<file path="config.mk">
export PLATFORM = sky130hd
export DESIGN_NAME = pwr_status_regs
export DESIGN_NICKNAME = d
export VERILOG_FILES = /design/src/rtl/pwr_status_pkg.sv /design/src/rtl/pwr_upd_gate.sv /design/src/rtl/pwr_prop_store.sv /design/src/rtl/pwr_irq_ctrl.sv /design/src/rtl/pwr_status_regs.sv
export SDC_FILE = /design/constraint.sdc
export NUM_CORES = 1
export LEC_CHECK = 0
export BUFFER_PORTS_ARGS = -buffer_cell sky130_fd_sc_hd__buf_4
export CELL_PAD_IN_SITES_DETAIL_PLACEMENT = 1
export CELL_PAD_IN_SITES_GLOBAL_PLACEMENT = 2
export CORE_ASPECT_RATIO = 0.8
export CORE_MARGIN = 5
export CORE_UTILIZATION = 26
export CTS_BUF_LIST = sky130_fd_sc_hd__clkbuf_4
export DETAILED_ROUTE_END_ITERATION = 16
export GPL_ROUTABILITY_DRIVEN = 0
export PLACE_DENSITY_LB_ADDON = 0.1
export SLEW_MARGIN = 20
export SYNTH_ARGS = -nofsm -noshare
export SYNTH_HDL_FRONTEND = slang
export SYNTH_HIERARCHICAL = 1
export SYNTH_SLANG_ARGS = --single-unit
</file>
<file path="constraint.sdc">
create_clock -name clk -period 3.6 [get_ports clk]
set_input_delay 0.54 -clock clk [delete_from_list [all_inputs] [get_ports clk]]
set_output_delay 0.54 -clock clk [all_outputs]
set_load 0.05 [all_outputs]
</file>
<file path="src/rtl/pwr_status_pkg.sv">
package pwr_status_pkg;
   // register offsets (word addressed)
   localparam int OFS_CHG_STAT = 0;
   localparam int OFS_CHG_EN   = 1;
   localparam int OFS_MAINS    = 2;
   localparam int OFS_BSTAT    = 3;
   localparam int OFS_BHEALTH  = 4;
   localparam int OFS_BPRES    = 5;
   localparam int OFS_BCAP     = 6;
   localparam int OFS_LAST     = OFS_BCAP;

   // change bits
   localparam int CHG_W    = 2;
   localparam int CHG_MAIN = 0;
   localparam int CHG_BATT = 1;

   // property codes
   typedef enum logic [1:0] {
      PF_STAT   = 2'd0,
      PF_HEALTH = 2'd1,
      PF_PRES   = 2'd2,
      PF_CAP    = 2'd3
   } prop_code_e;
   localparam logic [1:0] PF_MAINS_ON = 2'd0;

   function automatic logic [CHG_W-1:0] chg_mask(input logic take, input logic is_ac);
      logic [CHG_W-1:0] m;
      m = '0;
      if (take) m[is_ac ? CHG_MAIN : CHG_BATT] = 1'b1;
      return m;
   endfunction
endpackage

</file>
<file path="src/rtl/pwr_upd_gate.sv">
module pwr_upd_gate #(
   parameter bit HAS_BATTERY = 1'b1
) (
   input  logic upd_valid_i,
   output logic take_o
);
   generate
      if (HAS_BATTERY) begin : g_fitted
         assign take_o = upd_valid_i;
      end else begin : g_absent
         logic unused_valid;
         assign unused_valid = upd_valid_i;
         assign take_o = 1'b0;
      end
   endgenerate
endmodule

</file>
<file path="src/rtl/pwr_prop_store.sv">
module pwr_prop_store
   import pwr_status_pkg::*;
#(
   parameter int DATA_W   = 32,
   parameter int STATUS_W = 8,
   parameter int HEALTH_W = 8,
   parameter int CAP_W    = 8
) (
   input  logic                clk,
   input  logic                rst_n,
   input  logic                take_i,
   input  logic                is_ac_i,
   input  logic [1:0]          field_i,
   input  logic [DATA_W-1:0]   value_i,
   output logic                mains_o,
   output logic [STATUS_W-1:0] bstat_o,
   output logic [HEALTH_W-1:0] bhealth_o,
   output logic                bpres_o,
   output logic [CAP_W-1:0]    bcap_o
);
   always_ff @(posedge clk) begin
      if (!rst_n) begin
         mains_o   <= 1'b0;
         bstat_o   <= '0;
         bhealth_o <= '0;
         bpres_o   <= 1'b0;
         bcap_o    <= '0;
      end else if (take_i) begin
         if (is_ac_i) begin
            if (field_i == PF_MAINS_ON) mains_o <= value_i[0];
         end else begin
            case (prop_code_e'(field_i))
               PF_STAT:   bstat_o   <= value_i[STATUS_W-1:0];
               PF_HEALTH: bhealth_o <= value_i[HEALTH_W-1:0];
               PF_PRES:   bpres_o   <= value_i[0];
               PF_CAP:    bcap_o    <= value_i[CAP_W-1:0];
               default:   ;
            endcase
         end
      end
   end

   // a mains update never disturbs battery values
   p_mains_keeps_batt_r2: assert property (@(posedge clk) disable iff (!rst_n)
      (take_i && is_ac_i) |=> ($stable(bstat_o) && $stable(bhealth_o) && $stable(bpres_o) && $stable(bcap_o)));
   // without an accepted update nothing stored moves
   p_idle_stable_r8: assert property (@(posedge clk) disable iff (!rst_n)
      (!take_i && !$fell(rst_n)) |=> ($stable(mains_o) && $stable(bstat_o) && $stable(bcap_o)));
endmodule

</file>
<file path="src/rtl/pwr_irq_ctrl.sv">
module pwr_irq_ctrl
   import pwr_status_pkg::*;
(
   input  logic             clk,
   input  logic             rst_n,
   input  logic [CHG_W-1:0] set_i,
   input  logic             stat_rd_i,
   input  logic             en_we_i,
   input  logic [CHG_W-1:0] en_wdata_i,
   output logic [CHG_W-1:0] en_o,
   output logic [CHG_W-1:0] pend_o,
   output logic             irq_o
);
   logic [CHG_W-1:0] seen;
   logic             ack;
   logic [CHG_W-1:0] pend_d, en_d;

   assign seen   = pend_o & en_o;
   assign ack    = stat_rd_i && (|seen);
   assign pend_d = (ack ? '0 : pend_o) | set_i;
   assign en_d   = en_we_i ? en_wdata_i : en_o;

   always_ff @(posedge clk) begin
      if (!rst_n) begin
         pend_o <= '0;
         en_o   <= '0;
         irq_o  <= 1'b0;
      end else begin
         pend_o <= pend_d;
         en_o   <= en_d;
         irq_o  <= |(pend_d & en_d);
      end
   end

   p_ack_lowers_r6: assert property (@(posedge clk) disable iff (!rst_n)
      (ack && set_i == '0 && !en_we_i) |=> (!irq_o && pend_o == '0));
   p_noack_keeps_r6: assert property (@(posedge clk) disable iff (!rst_n)
      (stat_rd_i && !ack && set_i == '0) |=> $stable(pend_o));
   p_new_bit_kept_r7: assert property (@(posedge clk) disable iff (!rst_n)
      (ack && set_i[CHG_BATT]) |=> pend_o[CHG_BATT]);
   p_enabled_set_raises_r5: assert property (@(posedge clk) disable iff (!rst_n)
      ((|(set_i & en_o)) && !en_we_i) |=> irq_o);
endmodule

</file>
<file path="src/rtl/pwr_status_regs.sv">
module pwr_status_regs
   import pwr_status_pkg::*;
#(
   parameter int DATA_W      = 32,
   parameter int ADDR_W      = 4,
   parameter int STATUS_W    = 8,
   parameter int HEALTH_W    = 8,
   parameter int CAP_W       = 8,
   parameter bit HAS_BATTERY = 1'b1
) (
   input  logic              clk,
   input  logic              rst_n,
   input  logic              upd_valid,
   input  logic              upd_is_ac,
   input  logic [1:0]        upd_field,
   input  logic [DATA_W-1:0] upd_value,
   input  logic              bus_rd,
   input  logic              bus_wr,
   input  logic [ADDR_W-1:0] bus_addr,
   input  logic [DATA_W-1:0] bus_wdata,
   output logic [DATA_W-1:0] bus_rdata,
   output logic              irq
);
   localparam int MAX_OFS = (1 << ADDR_W) - 1;

   generate
      if (ADDR_W < 3 || MAX_OFS < OFS_LAST) begin : g_bad_addr
         $error("ADDR_W too small for register map");
      end
      if (STATUS_W > DATA_W || HEALTH_W > DATA_W || CAP_W > DATA_W || DATA_W < CHG_W) begin : g_bad_width
         $error("field width exceeds DATA_W");
      end
   endgenerate

   logic                take;
   logic [CHG_W-1:0]    set_bits, en_q, pend_q;
   logic                mains_q, bpres_q;
   logic [STATUS_W-1:0] bstat_q;
   logic [HEALTH_W-1:0] bhealth_q;
   logic [CAP_W-1:0]    bcap_q;
   logic                stat_rd, en_we;

   pwr_upd_gate #(.HAS_BATTERY(HAS_BATTERY)) u_gate (
      .upd_valid_i(upd_valid), .take_o(take));

   assign set_bits = chg_mask(take, upd_is_ac);
   assign stat_rd  = bus_rd && (bus_addr == ADDR_W'(OFS_CHG_STAT));
   assign en_we    = bus_wr && (bus_addr == ADDR_W'(OFS_CHG_EN));

   pwr_prop_store #(.DATA_W(DATA_W), .STATUS_W(STATUS_W), .HEALTH_W(HEALTH_W), .CAP_W(CAP_W)) u_store (
      .clk(clk), .rst_n(rst_n), .take_i(take), .is_ac_i(upd_is_ac),
      .field_i(upd_field), .value_i(upd_value),
      .mains_o(mains_q), .bstat_o(bstat_q), .bhealth_o(bhealth_q),
      .bpres_o(bpres_q), .bcap_o(bcap_q));

   pwr_irq_ctrl u_irq (
      .clk(clk), .rst_n(rst_n), .set_i(set_bits), .stat_rd_i(stat_rd),
      .en_we_i(en_we), .en_wdata_i(bus_wdata[CHG_W-1:0]),
      .en_o(en_q), .pend_o(pend_q), .irq_o(irq));

   always_comb begin
      bus_rdata = '0;
      if (bus_rd) begin
         case (int'(bus_addr))
            OFS_CHG_STAT: bus_rdata[CHG_W-1:0]    = pend_q & en_q;
            OFS_CHG_EN:   bus_rdata[CHG_W-1:0]    = en_q;
            OFS_MAINS:    bus_rdata[0]            = mains_q;
            OFS_BSTAT:    bus_rdata[STATUS_W-1:0] = bstat_q;
            OFS_BHEALTH:  bus_rdata[HEALTH_W-1:0] = bhealth_q;
            OFS_BPRES:    bus_rdata[0]            = bpres_q;
            OFS_BCAP:     bus_rdata[CAP_W-1:0]    = bcap_q;
            default:      bus_rdata = '0;
         endcase
      end
   end

   // a build without battery never raises the line
   p_nobatt_quiet_r8: assert property (@(posedge clk) disable iff (!rst_n)
      (!HAS_BATTERY) |-> (!irq && pend_q == '0));
   // first cycle out of reset has the line low
   p_reset_low_r1: assert property (@(posedge clk)
      $rose(rst_n) |-> !irq);
endmodule

</file>
== Word-level counts from Yosys, hierarchy flattened ==
Index checks and enable logic that the tools add are counted.

* Memories: 0
* Input port bits: 76
* Latch bits: 0
* Bits in writable memories: 0
* Bits in registers: 31
* ROM bits: 0
* Logic and storage cells: 46
* Output and inout bits: 33

* Shifts and indexed selects: 0
* Div/mod/pow operators: 0
* Reduce and logical (&&, ||, !) cells: 13
* Multipliers: 0
* Bitwise operators: 4
* Magnitude comparators: 2
* Multiplexer cells: 10
* Equal/unequal tests: 9
* Add/sub/neg operators: 0

{| class="wikitable"
|+ Operators by type and width
! kind !! count
|-
| $pmux 6 s3 || 1
|-
| $reduce_and 3->1 || 5
|-
| $eq 4x3->1 const B || 3
|-
| $eq 4x2->1 const B || 2
|-
| $mux 8 || 1
|-
| $pmux 1 s7 || 1
|-
| $mux 2 || 3
|-
| $pmux 1 s5 || 1
|-
| $and 2x2->2 || 2
|-
| $eq 2x2->1 const B || 2
|-
| $eq 4x1->1 const B || 1
|-
| $logic_and 1x1->1 || 4
|-
| $logic_not 4->1 || 1
|-
| $reduce_or 2->1 || 2
|-
| $eq 2x1->1 const B || 1
|-
| $logic_not 2->1 || 1
|-
| $lt 1x2->1 const B || 1
|-
| $mux 1 || 2
|-
| $or 2x2->2 || 1
|-
| $demux 1 s1 || 1
|-
| $ge 1x1->1 const B || 1
|-
| $not 1->1 || 1
|}

== Longest topological paths before layout ==
Gate-level depths: netlist (run 1).

* Depth in word-level cells: 9
* Mapped depth: 7
* Gate-level depth less buffers: 5

== By module ==
The synthesis (run 1) kept the hierarchy.

{| class="wikitable"
|+ Modules (own cells, without submodules)
! module !! area each (µm²) !! cells an instance !! sequential area each (µm²) !! times used
|-
| pwr_prop_store || 1014.7 || 98 || 520.5 || 1
|-
| pwr_status_regs || 566.8 || 77 || 0.0 || 1
|-
| pwr_irq_ctrl || 196.4 || 21 || 100.1 || 1
|-
| pwr_upd_gate || 7.5 || 1 || 0.0 || 1
|}

== Worst setup path after synthesis (run 1) ==
OpenSTA, ideal clock, no wires.

* Path kind: input to output
* Start point: input port bus_addr[2]
* End point: output port bus_rdata[2]
* Stages: 6
* Slack: 1.004 ns
* Arrival time: 2.056 ns
* Path buffers: 2
* Path through: buf_6 > and2b_2 > a21oi_1 > or3_1 > buf_2 > nor2_1

* Longest elaborated chain between the ends: 3
* Elaborated cells on any way between the ends: 5

{| class="wikitable"
|+ RTL lines
! what !! line !! text
|-
| from (decl) || pwr_status_regs.sv:19 || <nowiki>input logic [ADDR_W-1:0] bus_addr,</nowiki>
|-
| $eq 4x3->1 or $eq 4x2->1 (tied branches) || pwr_status_regs.sv:64 || <nowiki>case (int'(bus_addr))</nowiki>
|-
| $pmux 6 s3 (*) || pwr_status_regs.sv:64 ||
|-
| $mux 8 (*) || pwr_status_regs.sv:63 || <nowiki>if (bus_rd) begin</nowiki>
|-
| to (decl) || pwr_status_regs.sv:21 || <nowiki>output logic [DATA_W-1:0] bus_rdata,</nowiki>
|}

Every way passes the cells marked *; elsewhere a longest branch is shown, timed or not.

== Final worst setup path (run 1) ==
* Start point: input port bus_addr[0]
* End point: output port bus_rdata[7]

Same word-level chain as after synthesis.

==> results.py, run 1 <==
metrics = {
    "timing": {
        "holdWs_ns": 0.464,
        "fin_crit_sh_pct": 71.6,
        "slew_violations": 0,
        "slew_headroom_pct": 52.1,
        "worst_pin_slew_ns": 0.714,
        "skew_ns": 0.000409,
        "rsz0062_at_grt": "no",
        "setup_viol": 0,
        "max_freq_mhz": 388,
        "hold_viol": 0,
        "period_needed_ns": 2.58,
        "fin_setup_tns_ns": 0,
    },
    "pwr": {
        "total_power_uw": 757,
        "leakagePower_uw": 0.000916,
        "p_per_area_mw_per_mm2": 371,
        "peakVddDrop_uv": 131,
    },
    "cts": {
        "post_cts_buffers": 0,
        "cts_tree": "built",
        "clockBufferDepth": 2,
        "cts_max_level": 2,
        "cts_resized": 0,
        "clockRootBuffer": "clkbuf_4",
        "worst_skew_pair.late_latency_ns": 0.32,
        "clk_pin_slew_ns": 0.09,
        "numCtsBuffers": 5,
        "ctsHoldBuffers": 0,
        "cts_sinks": 31,
    },
    "floorplan": {
        "rows": 27,
        "ioPinCount": 109,
        "dieHeight_um": 84.1,
        "initial_utilization_pct": 26.3,
        "die_w_um": 103,
        "core_area_mm2": 0.00679,
        "die_area_mm2": 0.00863,
    },
    "layout": {
        "fill_cells": 810,
        "area_growth_pct": 14.4,
        "layout_common_cells": "37 x nand2_1, 34 x buf_4, 31 x dfxtp_1, 28 x mux2i_1, 24 x conb_1",
        "stdcell_area_mm2": 0.00204,
        "nNetsFinal": 300,
        "diodes": 0,
        "drive_above_1_share_pct": 23.1,
        "final_common_cell": "nand2_1",
    },
    "logic_synthesis": {
        "synthTopCellsByArea": "dfxtp_1 35%, mux2i_1 16%, buf_4 12%, nand2_1 7.8%, a22o_1 2.9%",
        "synth_edf_count": 0,
        "synth_cell_types": 39,
        "avgSynthCellArea_um2": 9.06,
        "synth-seq-cells": 31,
        "ys_seq_area_share_pct": 34.8,
        "synthFlopType": "dfxtp_1",
        "synth_top_area_cell": "dfxtp_1",
        "yosysWarnings": 6,
        "synth_cells": 197,
        "ys_async_sr_fraction_pct": 0,
        "netlist_area_mm2": 0.00179,
        "synth.top_cell.area_share_pct": 34.8,
    },
    "drt": {
        "wl_per_cell_um": 14.9,
        "wirelength_um": 4650,
        "vias": 1400,
        "route.detailed.drc": 0,
        "vias_per_cell": 4.49,
        "firstDrtPassIters": 4,
        "drtIter0Drc": 46,
        "ant_nets": 0,
    },
    "critical_path": {
        "r2r-start": "u_irq/pend_o[1]$_SDFF_PN0_",
        "path_class": "in2out",
        "cp-endpoint": "bus_rdata[7]",
        "worst-path-max-fanout": 11,
        "worst_setup_path_start_kind": "primary input",
        "ff2ff_setup_slack_ns": 2.49,
        "timing.reg2reg.worst_path_depth": 3,
        "cp-end-kind": "output pin",
        "r2r_end": "u_irq/irq_o$_SDFF_PN0_",
        "required_ns": 3.06,
        "crit_start": "bus_addr[0]",
        "cp.arrival_ns": 2.04,
    },
    "global_routing": {
        "grt-ovfl-total": 0,
        "grt_pass1_vias": 1433,
        "grt_max_degree": 37,
        "grtUsageTotal_pct": 11.3,
        "grt_pass1_wl_um": 7420,
        "antenna_found_initial": 0,
    },
    "placement": {
        "placed_area_mm2": 0.00197,
        "io_buffers": 30,
        "dp_hpwl_um": 3590,
    },
    "outcome": {
        "outcome": "finished clean",
    },
    "min_path": {
        "hold_path_class": "reg2reg",
    },
    "run": {
        "maxCapViolations": 0,
    },
}
-- final cells by class --
cell class              instances  area (um^2)  share of cell area, %
clock buffers                   5         37.5                   1.84
multi-input cells             147          963                   47.2
clock inverters                 3         38.8                   1.90
flip-flops and latches         31          621                   30.4
inverters                       5         18.8                  0.919
repair buffers                 34          255                   12.5
well taps                      87          109                   5.33
-- power breakdown --
group          internal [uW]  switching, uW
Combinational           37.5            100
Sequential               352           5.59
Clock                    143            119
Total                    532            225
-- worst max-delay path: stages --
cell and delay [ns]:
buf_4 0.15, and2b_1 0.41, a21oi_1 0.06, or3_1 0.46, nor2_1 0.19, buf_4 0.22
-- per-layer routing --
| metal | share of wire (%) | vias to the layer above | track usage, % |
|---|---|---|---|
| li1 | - | 687 | - |
| met1 | 47 | 661 | 15.4 |
| met2 | 45 | 47 | 17.2 |
| met3 | 6.7 | 5 | 3.01 |
| met4 | 1.4 | 0 | 3.58 |
| met5 | 0 | - | 0 |
-- registers in the layout, indices dropped and copies added, names as in the netlist --
| register | count |
|---|---|
| u_store/bcap_o | 8 |
| u_store/bhealth_o | 8 |
| u_store/bstat_o | 8 |
| u_irq/en_o | 2 |
| u_irq/pend_o | 2 |
| u_irq/irq_o | 1 |
| u_store/bpres_o | 1 |
| u_store/mains_o | 1 |
-- cells by family after synthesis --
family                 count (synthesis)  share of synthesized area [%]
other                                  1                          0.210
multiplexers                          30                           17.0
flip-flops                            31                           34.8
buffers and inverters                 42                           16.1
AO/OA/AOI/OAI                         25                           11.7
AND/OR/NAND/NOR                       68                           20.3
-- synthesized netlist by cell type (2+ instances only) --
library cell   n
nor2_1         8
a22o_1         6
o211ai_1       2
nor2b_1        4
inv_1          5
a21oi_1        2
buf_6          2
dfxtp_1       31
nand4b_1       2
a22oi_1        6
nand2_1       37
buf_4         29
mux2_2         2
mux2i_1       28
and3_1         2
and4bb_2       2
buf_2          5
or3_1          2
a221oi_1       2
-- per-stage QoR --
stage	utilization, %	std cells	setup slack [ns]
6_report	30.1	312	1.02
5_1_grt	30.1	312	0.954
4_1_cts	30.1	312	0.989
3_5_place_dp	29.0	304	0.996
3_3_place_gp	29.0	304	1.03
2_1_floorplan	-	220	1.00
-- worst min path at each step --
stage                                          from                               to  slack (ns)  cells past startpoint
floorplan              u_store/bpres_o$_SDFFE_PN0P_     u_store/bpres_o$_SDFFE_PN0P_        0.43                      2
global placement    u_store/bstat_o[4]$_SDFFE_PN0P_  u_store/bstat_o[4]$_SDFFE_PN0P_        0.44                      2
detailed placement  u_store/bstat_o[2]$_SDFFE_PN0P_  u_store/bstat_o[2]$_SDFFE_PN0P_        0.45                      2
CTS                                    bus_wdata[1]         u_irq/en_o[1]$_SDFF_PN0_        0.45                      3
global route                           bus_wdata[1]         u_irq/en_o[1]$_SDFF_PN0_        0.49                      3
finish              u_store/bstat_o[6]$_SDFFE_PN0P_  u_store/bstat_o[6]$_SDFFE_PN0P_        0.46                      2
(Power assumes the default switching activity.)
==> run 2: changes to the inputs <==
--- a/config.mk
+++ b/config.mk
@@ -10,7 +10,7 @@
 export CELL_PAD_IN_SITES_GLOBAL_PLACEMENT = 2
 export CORE_ASPECT_RATIO = 0.8
 export CORE_MARGIN = 5
-export CORE_UTILIZATION = 26
+export CORE_UTILIZATION = 21
 export CTS_BUF_LIST = sky130_fd_sc_hd__clkbuf_4
 export DETAILED_ROUTE_END_ITERATION = 16
 export GPL_ROUTABILITY_DRIVEN = 0
==> constraint.sdc (replaced) <==
create_clock -name clk -period 2.2 [get_ports clk]
set_input_delay 0.33 -clock clk [delete_from_list [all_inputs] [get_ports clk]]
set_output_delay 0.33 -clock clk [all_outputs]
set_load 0.05 [all_outputs]
==> run 2 against run 1 <==
Compared with the run above:
- sequential share of layout area shrank 1.2 points
- sequential power grew 64%
- largest power group unchanged
- largest cell class unchanged
- global-route usage shrank 1.2 points
- power grew 66%
- worst hold slack lost 0.18 ns
- critical path type unchanged
==> results.py, run 2 (same netlist as run 1, synthesis figures left out) <==
metrics = {
    "outcome": {
        "outcome": "finished clean",
    },
    "layout": {
        "diodes": 0,
        "stdcell_area_mm2": 0.00213,
        "drive_above_1_share_pct": 25.4,
        "seqCellArea_um2": 621,
        "final_common_cell": "buf_4",
        "fill_cells": 996,
        "nNetsFinal": 307,
        "area_growth_pct": 19.1,
        "layout_common_cells": "41 x buf_4, 37 x nand2_1, 31 x dfxtp_1, 28 x mux2i_1, 24 x conb_1",
        "multi_input_area_um2": 963,
        "reg.largest.list": "u_store/bcap_o: 8 flops, u_store/bhealth_o: 8 flops, u_store/bstat_o: 8 flops",
    },
    "run": {
        "maxCapViolations": 0,
    },
    "floorplan": {
        "initial_utilization_pct": 21.3,
        "ioPinCount": 109,
        "die_w_um": 113,
        "core_area_mm2": 0.00837,
        "dieHeight_um": 92.5,
        "die_area_mm2": 0.0105,
        "rows": 30,
    },
    "timing": {
        "hold_viol": 0,
        "slew_violations": 0,
        "fin_setup_tns_ns": 0,
        "holdWs_ns": 0.284,
        "rsz0062_at_grt": "no",
        "fin_crit_sh_pct": 89.1,
        "skew_ns": 0.000390,
        "max_freq_mhz": 510,
        "setup_viol": 0,
        "period_needed_ns": 1.96,
    },
    "cts": {
        "ctsHoldBuffers": 0,
        "worst_skew_pair.late_latency_ns": 0.32,
        "cts_sinks": 31,
        "numCtsBuffers": 5,
        "post_cts_buffers": 0,
        "cts_max_level": 2,
        "cts_tree": "built",
        "clockRootBuffer": "clkbuf_4",
        "clk_pin_slew_ns": 0.10,
        "cts_resized": 0,
        "clockBufferDepth": 2,
    },
    "global_routing": {
        "grtUsageTotal_pct": 10.0,
        "grt_max_degree": 37,
        "grt_pass1_vias": 1530,
        "grt_pass1_wl_um": 8230,
        "grt-ovfl-total": 0,
        "antenna_found_initial": 0,
    },
    "critical_path": {
        "worst_setup_path_start_kind": "primary input",
        "crit_family": "simple AND/OR/NAND/NOR gates",
        "cp-end-kind": "output pin",
        "path_buf_inv": 2,
        "critPathMaxStageDelay_ns": 0.46,
        "worst-path-max-fanout": 9,
        "required_ns": 1.87,
        "ff2ff_setup_slack_ns": 1.09,
        "cp.arrival_ns": 1.63,
        "cpMostUsedCell": "buf_4",
        "path_class": "in2out",
        "critPathSlowestCell": "or3_1",
        "path_cells": "buf_4 -> and2b_1 -> a21oi_1 -> or3_1 -> nor2_1 -> buf_4",
    },
    "drt": {
        "wirelength_um": 4890,
        "route.detailed.drc": 0,
        "firstDrtPassIters": 4,
        "vias_per_cell": 4.03,
        "drtIter0Drc": 77,
        "vias": 1385,
        "ant_nets": 0,
        "wl_per_cell_um": 14.2,
    },
    "min_path": {
        "hold_path_class": "in2reg",
    },
    "pwr": {
        "leakagePower_uw": 0.000950,
        "peakVddDrop_uv": 154,
        "p_per_area_mw_per_mm2": 592,
    },
    "placement": {
        "dp_hpwl_um": 3580,
        "io_buffers": 30,
        "placed_area_mm2": 0.00205,
    },
}
-- run 2: cell count changes in the layout (fill, tap and decap cells not counted), sizes merged --
cell and delta:
buf +7
-- run 2: worst paths after layout --
check | cells past startpoint | start | endpoint
worst max-delay path | 6 | bus_addr[2] | bus_rdata[6]
worst min-delay path | 3 | bus_wdata[1] | u_irq/en_o[1]$_SDFF_PN0_
worst max register to register | 3 | u_irq/pend_o[1]$_SDFF_PN0_ | u_irq/irq_o$_SDFF_PN0_
worst min register to register | 2 | u_store/bhealth_o[2]$_SDFFE_PN0P_ | u_store/bhealth_o[2]$_SDFFE_PN0P_
-- run 2: final cells by class --
class                      count  share of cell area [%]
clock buffer                   5                    1.76
clock inverter                 3                    1.82
inverter                       5                   0.882
multi-input combinational    147                    45.3
sequential                    31                    29.2
tap                          112                    6.59
timing repair buffer          41                    14.5
-- run 2: report_power, final --
part / switching (uW) / internal, uW / total [uW]
sequential: 10.4 / 576 / 586
combinational: 165 / 67.6 / 233
clock: 206 / 234 / 440
total: 382 / 877 / 1260
-- run 2: per-layer routing --
layer | global-route usage, % | routed length, um | vias up
met5 | 0 | 0 | -
met4 | 3.30 | 52 | 0
met3 | 3.07 | 238 | 5
met2 | 15.1 | 2120 | 31
met1 | 13.6 | 2470 | 650
li1 | - | - | 699
-- run 2: through the flow --
step	worst slack, ns	cells	power (uW)	utilization [%]
6_report	0.239	344	1260	25.4
4_1_cts	0.197	344	1290	25.4
3_5_place_dp	0.207	336	834	24.5
3_3_place_gp	0.179	336	835	24.5
2_1_floorplan	0.0236	220	801	-
5_1_grt	0.0978	344	1330	25.4
-- run 2: worst reg2reg max path: stages, from the launching register on --
cell,delay [ns]
dfxtp_1,0.36
nor2b_2,0.16
a221oi_1,0.36
o32ai_1,0.12
==> run 3: changes to the inputs <==
--- a/config.mk
+++ b/config.mk
@@ -5,14 +5,14 @@
 export SDC_FILE = /design/constraint.sdc
 export NUM_CORES = 1
 export LEC_CHECK = 0
-export BUFFER_PORTS_ARGS = -buffer_cell sky130_fd_sc_hd__buf_4
 export CELL_PAD_IN_SITES_DETAIL_PLACEMENT = 1
 export CELL_PAD_IN_SITES_GLOBAL_PLACEMENT = 2
 export CORE_ASPECT_RATIO = 0.8
 export CORE_MARGIN = 5
-export CORE_UTILIZATION = 21
+export CORE_UTILIZATION = 32
 export CTS_BUF_LIST = sky130_fd_sc_hd__clkbuf_4
 export DETAILED_ROUTE_END_ITERATION = 16
+export DONT_BUFFER_PORTS = 1
 export GPL_ROUTABILITY_DRIVEN = 0
 export PLACE_DENSITY_LB_ADDON = 0.1
 export SLEW_MARGIN = 20
==> run 3 against run 2 <==
Compared with the run above:
- final cell count shrank 18%
- highest routed layer unchanged
- non-clock buffer count shrank 27
- die area shrank 31%
- clock-buffer cell count grew 1
- via count shrank 5.1%
==> results.py, run 3 (same netlist as run 1, synthesis figures left out) <==
metrics = {
    "outcome": {
        "outcome": "finished clean",
    },
    "global_routing": {
        "grt_pass1_vias": 1393,
        "grt-ovfl-total": 0,
        "grtUsageTotal_pct": 12.9,
        "antenna_found_initial": 0,
        "grt_max_degree": 37,
        "grt_pass1_wl_um": 7190,
    },
    "layout": {
        "diodes": 0,
        "final_common_cell": "nand2_1",
        "layout_common_cells": "37 x nand2_1, 31 x dfxtp_1, 28 x mux2i_1, 24 x conb_1, 14 x buf_4",
        "reg.largest.list": "u_store/bcap_o: 8 flops, u_store/bhealth_o: 8 flops, u_store/bstat_o: 8 flops",
        "drive_above_1_share_pct": 16.1,
        "nNetsFinal": 280,
        "area_growth_pct": 7.01,
        "instances_no_fill": 283,
    },
    "pwr": {
        "peakVddDrop_uv": 248,
        "leakagePower_uw": 0.000832,
        "total_power_uw": 1340,
        "p_per_area_mw_per_mm2": 700,
    },
    "critical_path": {
        "crit_family": "simple AND/OR/NAND/NOR gates",
        "worst_setup_path_start_kind": "primary input",
        "worst-path-max-fanout": 11,
        "required_ns": 1.87,
        "cp-end-kind": "output pin",
        "ff2ff_setup_slack_ns": 1.11,
        "path_class": "in2out",
        "path_cells": "and2b_1 -> a21oi_1 -> or3_1 -> nor2_1 -> buf_4",
        "r2r-start": "u_irq/pend_o[0]$_SDFF_PN0_",
        "critPathSlowestCell": "or3_1",
        "r2r_end": "u_irq/irq_o$_SDFF_PN0_",
        "cp.arrival_ns": 1.61,
        "path_buf_inv": 1,
        "timing.reg2reg.worst_path_depth": 3,
        "critPathMaxStageDelay_ns": 0.46,
    },
    "timing": {
        "fin_crit_sh_pct": 88.0,
        "holdWs_ns": 0.122,
        "hold_viol": 0,
        "period_needed_ns": 1.94,
        "max_freq_mhz": 517,
        "fin_setup_tns_ns": 0,
        "slew_violations": 0,
        "rsz0062_at_grt": "no",
        "fin_ws_ns": 0.264,
        "setup_viol": 0,
        "skew_ns": 0.00637,
    },
    "floorplan": {
        "die_w_um": 93.5,
        "die_area_mm2": 0.00718,
        "core_area_mm2": 0.00544,
        "initial_utilization_pct": 32.8,
        "rows": 24,
        "ioPinCount": 109,
        "dieHeight_um": 76.8,
    },
    "min_path": {
        "hold_start": "rst_n",
        "hold_end": "u_irq/en_o[0]$_SDFF_PN0_",
        "hold_path_class": "in2reg",
        "whs_path_depth": 2,
    },
    "drt": {
        "drtIter0Drc": 44,
        "wl_per_cell_um": 16.0,
        "vias": 1315,
        "ant_nets": 0,
        "firstDrtPassIters": 4,
        "wirelength_um": 4540,
        "route.detailed.drc": 0,
        "vias_per_cell": 4.65,
    },
    "cts": {
        "ctsHoldBuffers": 0,
        "worst_skew_pair.late_latency_ns": 0.34,
        "clk_pin_slew_ns": 0.11,
        "numCtsBuffers": 5,
        "cts_max_level": 2,
        "cts_sinks": 31,
        "post_cts_buffers": 0,
        "clockBufferDepth": 2,
        "cts_resized": 0,
        "cts_tree": "built",
        "clockRootBuffer": "clkbuf_4",
    },
    "placement": {
        "post-place-cells": 275,
        "dp_slack_ns": 0.239,
        "io_buffers": 0,
        "dp_hpwl_um": 3320,
    },
    "run": {
        "maxCapViolations": 0,
    },
}
==> run 3: cell count changes in the layout (fill, tap and decap cells not counted) <==
cell       before  now
buf_4          41   14
clkinv_1        1    0
clkinv_2        1    0
bufinv_16       1    2
clkbuf_4        5    6
==> run 3: worst max-delay path by stage <==
stage | start | endpoint | slack (ns) | cells after the start
2_1_floorplan | bus_addr[2] | bus_rdata[2] | 0.02 | 6
3_3_place_gp | bus_addr[0] | bus_rdata[7] | 0.20 | 5
3_5_place_dp | bus_addr[0] | bus_rdata[7] | 0.24 | 5
4_1_cts | bus_addr[0] | bus_rdata[7] | 0.23 | 5
5_1_grt | bus_addr[0] | bus_rdata[7] | 0.17 | 5
6_report | bus_addr[0] | bus_rdata[7] | 0.26 | 5
==> run 3: layer usage <==
metal	GRT usage, %	part of all wire [%]
met4	3.51	0.81
met3	4.70	8.3
met1	16.4	45
met5	0	0
met2	20.5	46
==> run 3: worst register-to-register path: stages (launching register included) <==
cell      delay [ns]
dfxtp_1         0.36
nor2b_1         0.14
a221oi_1        0.36
o32ai_1         0.12
==> run 3: stage by stage <==
stage                     instance area (um^2)  utilization [%]
final                                     1910             35.2
after CTS                                 1910             35.2
after detailed placement                  1810             33.2
after global placement                    1810             33.2
after floorplan                           1870                -
after global routing                      1910             35.2
==> run 3: power breakdown <==
part           internal [uW]  switching (uW)
sequential               576            11.6
clock                    367             212
combinational           38.5             133
total                    981             356
==> run 3: cell type report <==
cell class | instances | area (um^2)
fillers | 642 | 3520
multi-input cells | 147 | 963
repair buffers | 14 | 105
flip-flops and latches | 31 | 621
clock inverters | 2 | 60.1
inverters | 5 | 18.8
clock buffers | 6 | 45.0
well taps | 78 | 97.6
